--- src/rtl/cstate_pkg.sv ---
package cstate_pkg;
    localparam int ST_W = 3;

    typedef enum logic [ST_W-1:0] {
        ST_C0  = 3'd0,
        ST_C1  = 3'd1,
        ST_C1E = 3'd2,
        ST_C3  = 3'd3,
        ST_C6  = 3'd4
    } cstate_e;

    localparam logic [ST_W-1:0] ST_MIN_IDLE = 3'd1;
    localparam logic [ST_W-1:0] ST_MAX_IDLE = 3'd4;
endpackage

--- src/rtl/cstate_thread_fsm.sv ---
module cstate_thread_fsm
    import cstate_pkg::*;
#(
    parameter int SUB_W = 4
) (
    input  logic                 clk,
    input  logic                 rst_n,
    input  logic                 req_valid,
    input  logic [ST_W-1:0]      req_state,
    input  logic [SUB_W-1:0]     req_sub,
    input  logic                 req_mwait,
    input  logic                 irq,
    input  logic                 mon_hit,
    input  logic                 bcast_wake,
    output logic [ST_W-1:0]      state_o,
    output logic [SUB_W-1:0]     sub_o,
    output logic                 wake_o
);
    cstate_e            state_q, state_d;
    logic [SUB_W-1:0]   sub_q, sub_d;
    logic               mw_q, mw_d;
    logic               wake_q;
    logic               wake_evt;
    logic               code_ok;

    assign code_ok  = (req_state >= ST_MIN_IDLE) && (req_state <= ST_MAX_IDLE);
    assign wake_evt = irq || bcast_wake || (mon_hit && mw_q);

    // Next-state logic
    always_comb begin
        state_d = state_q;
        sub_d   = sub_q;
        mw_d    = mw_q;
        unique case (state_q)
            ST_C0: begin
                if (req_valid && code_ok && !irq) begin
                    state_d = cstate_e'(req_state);
                    sub_d   = (cstate_e'(req_state) == ST_C6) ? '0 : req_sub;
                    mw_d    = req_mwait;
                end
            end
            ST_C1, ST_C1E, ST_C3, ST_C6: begin
                if (wake_evt) begin
                    state_d = ST_C0;
                    sub_d   = '0;
                    mw_d    = 1'b0;
                end
            end
            default: begin
                state_d = ST_C0;
                sub_d   = '0;
                mw_d    = 1'b0;
            end
        endcase
    end

    // State register
    always_ff @(posedge clk or negedge rst_n) begin
        if (!rst_n) begin
            state_q <= ST_C0;
            sub_q   <= '0;
            mw_q    <= 1'b0;
        end else begin
            state_q <= state_d;
            sub_q   <= sub_d;
            mw_q    <= mw_d;
        end
    end

    // Output register: wake pulse
    always_ff @(posedge clk or negedge rst_n) begin
        if (!rst_n) wake_q <= 1'b0;
        else        wake_q <= (state_q != ST_C0) && wake_evt;
    end

    assign state_o = state_q;
    assign sub_o   = sub_q;
    assign wake_o  = wake_q;


    wake_edge_chk: assert property (@(posedge clk) disable iff (!rst_n)
        wake_o |-> (state_q == ST_C0) && ($past(state_q) != ST_C0));

    idle_hold_chk: assert property (@(posedge clk) disable iff (!rst_n)
        (state_q != ST_C0 && !wake_evt) |=> $stable(state_q));

    c6_nosub_chk: assert property (@(posedge clk) disable iff (!rst_n)
        (state_q == ST_C6) |-> (sub_q == '0));

    wake_wins_chk: assert property (@(posedge clk) disable iff (!rst_n)
        (state_q == ST_C0 && irq) |=> (state_q == ST_C0));
endmodule

--- src/rtl/cstate_min_tree.sv ---
module cstate_min_tree
    import cstate_pkg::*;
#(
    parameter int NUM_THR = 2
) (
    input  logic [ST_W*NUM_THR-1:0] states,
    output logic [ST_W-1:0]         min_state
);
    always_comb begin
        min_state = states[ST_W-1:0];
        for (int i = 1; i < NUM_THR; i++) begin
            if (states[i*ST_W +: ST_W] < min_state)
                min_state = states[i*ST_W +: ST_W];
        end
    end
endmodule

--- src/rtl/cstate_resolver.sv ---
module cstate_resolver
    import cstate_pkg::*;
#(
    parameter int NUM_THR = 2,
    parameter int SUB_W   = 4
) (
    input  logic                     clk,
    input  logic                     rst_n,
    input  logic [NUM_THR-1:0]       req_valid,
    input  logic [3*NUM_THR-1:0]     req_state,
    input  logic [SUB_W*NUM_THR-1:0] req_sub,
    input  logic [NUM_THR-1:0]       req_mwait,
    input  logic [NUM_THR-1:0]       irq,
    input  logic                     mon_hit,
    output logic [3*NUM_THR-1:0]     thr_state,
    output logic [SUB_W*NUM_THR-1:0] thr_sub,
    output logic [2:0]               core_state,
    output logic [NUM_THR-1:0]       wake
);
    logic bcast;

    assign bcast = (core_state == ST_C6) && (|irq);

    for (genvar g = 0; g < NUM_THR; g++) begin : g_thr
        cstate_thread_fsm #(.SUB_W(SUB_W)) u_fsm (
            .clk        (clk),
            .rst_n      (rst_n),
            .req_valid  (req_valid[g]),
            .req_state  (req_state[g*ST_W +: ST_W]),
            .req_sub    (req_sub[g*SUB_W +: SUB_W]),
            .req_mwait  (req_mwait[g]),
            .irq        (irq[g]),
            .mon_hit    (mon_hit),
            .bcast_wake (bcast),
            .state_o    (thr_state[g*ST_W +: ST_W]),
            .sub_o      (thr_sub[g*SUB_W +: SUB_W]),
            .wake_o     (wake[g])
        );
    end

    cstate_min_tree #(.NUM_THR(NUM_THR)) u_min (
        .states    (thr_state),
        .min_state (core_state)
    );


    c6_bcast_chk: assert property (@(posedge clk) disable iff (!rst_n)
        (core_state == ST_C6 && |irq) |=> (thr_state == '0 && &wake));
endmodule

--- config.mk ---
export PLATFORM = sky130hd
export DESIGN_NAME = cstate_resolver
export DESIGN_NICKNAME = d
export VERILOG_FILES = /design/src/rtl/cstate_pkg.sv /design/src/rtl/cstate_thread_fsm.sv /design/src/rtl/cstate_min_tree.sv /design/src/rtl/cstate_resolver.sv
export SDC_FILE = /design/constraint.sdc
export NUM_CORES = 1
export LEC_CHECK = 0
export ABC_AREA = 1
export BUFFER_PORTS_ARGS = -buffer_cell sky130_fd_sc_hd__buf_2
export CAP_MARGIN = 20
export CORE_MARGIN = 5
export CORE_UTILIZATION = 51
export CTS_CLUSTER_DIAMETER = 120
export CTS_CLUSTER_SIZE = 10
export DETAILED_ROUTE_END_ITERATION = 8
export PLACE_DENSITY = 0.83
export SLEW_MARGIN = 40
export SYNTH_ARGS = -nofsm -noshare
export SYNTH_HDL_FRONTEND = slang
export SYNTH_SLANG_ARGS = --single-unit
--- constraint.sdc ---
create_clock -name clk -period 2.4 [get_ports clk]
set_input_delay 0.24 -clock clk [delete_from_list [all_inputs] [get_ports clk]]
set_output_delay 0.24 -clock clk [all_outputs]
set_load 0.02 [all_outputs]
==> flow_summary_export.csv <==
group,metric,value,unit
synthesis,ys_seq_area_share,41.67,%
global_route,antenna_found_initial,0,
pwr,power_density,1326,nW/um^2
synthesis,syn_area,1081,sq um
placement,place_inst,216,
synthesis,synth-seq-cells,18,
synthesis,synth_top_cell_by_area,"dfrtp_1",
synthesis,synth_cells,150,
routing,routed_wl,2439,um
worst_setup_path,arrival,1.75,ns
worst_setup_path,rrSetupSlack,0.53,ns
clocking,clk_latency,0.29,ns
die,core_region_area,1982,sq um
timing,final-setup-viol-count,0,
synthesis,yosys-top-cells-area,"dfrtp_1, nand2_1, nor2_1, inv_1, nand3_1",
global_route,grt-ovfl-total,0,
worst_setup_path,worst_r2r_startpoint,"g_thr[0].u_fsm.state_o[2]",
global_route,grt_usage,15.74,%
die,initial_utilization,54.55,%
clocking,htree_num_levels,1,
timing,final.period_utilization,82.76,%
worst_setup_path,crit_fanout,4,
final_layout,fin_cells,221,
synthesis,post_synth.cell_area_avg,7.207,sq um
routing,vias_per_cell,4.937,
final_layout,syn2layout_area_growth,25.00,%
timing,setup-tns-final,0,ns
worst_hold_path,holdPathEnd,"g_thr[0].u_fsm.sub_o[2]",
synthesis,syn_nets,175,
worst_setup_path,end_kind,"primary output",
synthesis,synth_cell_types,19,
worst_hold_path,hold_path_depth,3,
clocking,clock_sinks,18,
die,std_cell_rows,16,
worst_setup_path,startpoint_type,"register",
clocking,cts_root_buf,"clkbuf_4",
global_route,grt_pass1_wl,4064,um
routing,drt-wirelength-per-cell,11.04,um
synthesis,yosys_warnings,0,
clocking,cts-buffers-inserted,3,
global_route,grt_pass1_vias,1012,
pwr,p_leak,0.8437,nW
pwr,finalPower,1.792,mW
worst_setup_path,r2r_cells,12,
die,dieArea,3140,sq um
final_layout,final_nets,220,
worst_setup_path,crit_type,"reg -> out",
final_layout,utilization,68.18,%
placement,post_dp_cell_area,1305,sq um
routing,vias,1091,
synthesis,synth.top_cell.area_share,41.67,%
final_layout,drive_gt1_share,29.90,%
final_layout,n_antenna_cell,0,
timing,fin_crit,1.986,ns
job,drv_cap,0,
placement,dp_hpwl,1979,um
routing,detail_route.drc_violations,0,
timing,finalHoldViolCount,0,
global_route,grt_max_degree,19,
die,fp.dieH,56.04,um
clocking,cts_buffer_depth,2,
worst_hold_path,hold_path.startpoint,"req_sub[2]",
timing,finalClockSkew,0.004711,ns
final_layout,fin_area,1351,sq um
worst_hold_path,hold_path.class,"in -> reg",
timing,slew_violations,0,
timing,clock.fmax,503.5,MHz
die,io_pins,42,
routing,first_pass_iters,4,
worst_setup_path,crit_required,2.16,ns
worst_setup_path,worst_r2r_endpoint,"g_thr[0].u_fsm.mw_q",
timing,maxSlewHeadroom,70.01,%
status,status,"finished, final reports clean",
routing,ant_nets,0,
clocking,clk_pin_slew,0.10,ns
die,die_w,56.04,um
placement,gp_congestion,0.8338,
placement,portBuffers,41,
routing,drt_iter0_markers,28,
pwr,peakVddDrop,0.8143,mV
timing,worstMarginPinSlew,0.4499,ns
clocking,cts_tree,"yes",
timing,rsz0062_at_grt,"no",
-- cell type report --
class | count | area (sq um)
clock buffer | 4 | 36.28
timing repair buffer | 42 | 215.2
multi-input combinational | 111 | 544.3
sequential | 18 | 450.4
tap | 27 | 33.78
fill | 187 | 630.6
inverter | 19 | 71.32
-- cell usage after synthesis --
master / number
nand2_1: 60
nor2_1: 20
dfrtp_1: 18
inv_1: 16
nand3_1: 11
a21oi_1: 3
inv_2: 3
nand2_2: 3
buf_4: 2
ha_1: 2
nand2_4: 2
nand3_4: 2
nand3b_1: 2
a21oi_2: 1
nor2_2: 1
nor3b_1: 1
o21ai_1: 1
o31ai_4: 1
xor2_1: 1
-- per-layer routing --
layer / up-vias / wire length [um] / global-route usage (%)
li1: 547 / - / -
met1: 496 / 1034 / 18.36
met2: 40 / 1178 / 26.88
met3: 8 / 168 / 6.265
met4: 0 / 57 / 3.729
met5: - / 0 / 0
-- sequential cells by signal, indices dropped and copies added (netlist names) --
register             count
g_thr.u_fsm.wake_o       2
g_thr.u_fsm.sub_o        8
g_thr.u_fsm.mw_q         2
g_thr.u_fsm.state_o      6
-- cells in the final DEF, fill, tap and decap left out --
cell type and n:
a21oi_1 3, nand2_1 60, nor2_1 20, inv_2 3, ha_1 2, nand2_2 3, nand3_1 11, xor2_1 1
nor2_2 1, nand3b_1 2, nor3b_1 1, inv_1 16, a21oi_2 1, buf_2 41, clkbuf_4 3, dfrtp_1 18
o31ai_4 1, o21ai_1 1, nand2_4 2, nand3_4 2, clkbuf_8 1, dlygate4sd3_1 1
-- how the worst max path moves through the flow --
| stage | from | end |
|---|---|---|
| 2_1_floorplan | g_thr[0].u_fsm.state_o[2] | g_thr[1].u_fsm.state_o[1] |
| 3_3_place_gp | g_thr[0].u_fsm.state_o[2] | g_thr[0].u_fsm.state_o[2] |
| 3_5_place_dp | g_thr[0].u_fsm.state_o[2] | g_thr[0].u_fsm.mw_q |
| 4_1_cts | g_thr[0].u_fsm.state_o[2] | core_state[0] |
| 5_1_grt | g_thr[0].u_fsm.state_o[2] | core_state[0] |
| 6_report | g_thr[0].u_fsm.state_o[2] | core_state[0] |
-- worst max-delay path, cell delays in order (launching register included) --
cell and delay [ns]:
dfrtp_1 0.37, inv_1 0.09, ha_1 0.35, nand2_1 0.09, inv_2 0.03, nand2_1 0.08, nand2_1 0.07, nand2_1 0.08
nand2_2 0.08, inv_1 0.06, buf_2 0.15
-- kinds of logic (layout without fill, tap and decap cells) --
family	count (synthesis)	after routing	share of synthesized area [%]
adders and majority gates	2	2	2.314
and+or+nand+nor	102	102	42.59
xor gates and xnor gates	1	1	0.8103
AOI/OAI and AO/OA	6	6	4.629
DFF	18	18	41.67
buffers and inverters	21	65	7.986
-- repair_timing --
| item | CTS | global route |
|---|---|---|
| resized for setup | 0 | 0 |
| hold buffers | 1 | 0 |
| setup endpoints to repair | 0 | 0 |
| hold endpoints to repair | 18 | 0 |
| buffers inserted | 0 | 0 |
-- power breakdown --
part / internal [mW] / switching [mW] / total [mW]
Sequential: 0.409 / 0.0736 / 0.482
Clock: 0.0924 / 0.0909 / 0.183
Combinational: 0.363 / 0.763 / 1.13
-- through the flow --
stage / setup slack (ns) / hold WS, ns
after floorplan: 0.5971 / -0.05559
after global placement: 0.6723 / 0.1822
after detailed placement: 0.5882 / 0.1865
after CTS: 0.4158 / 0.1421
after global routing: 0.2992 / 0.1331
final: 0.4138 / 0.1447
(Power assumes the default switching activity.)
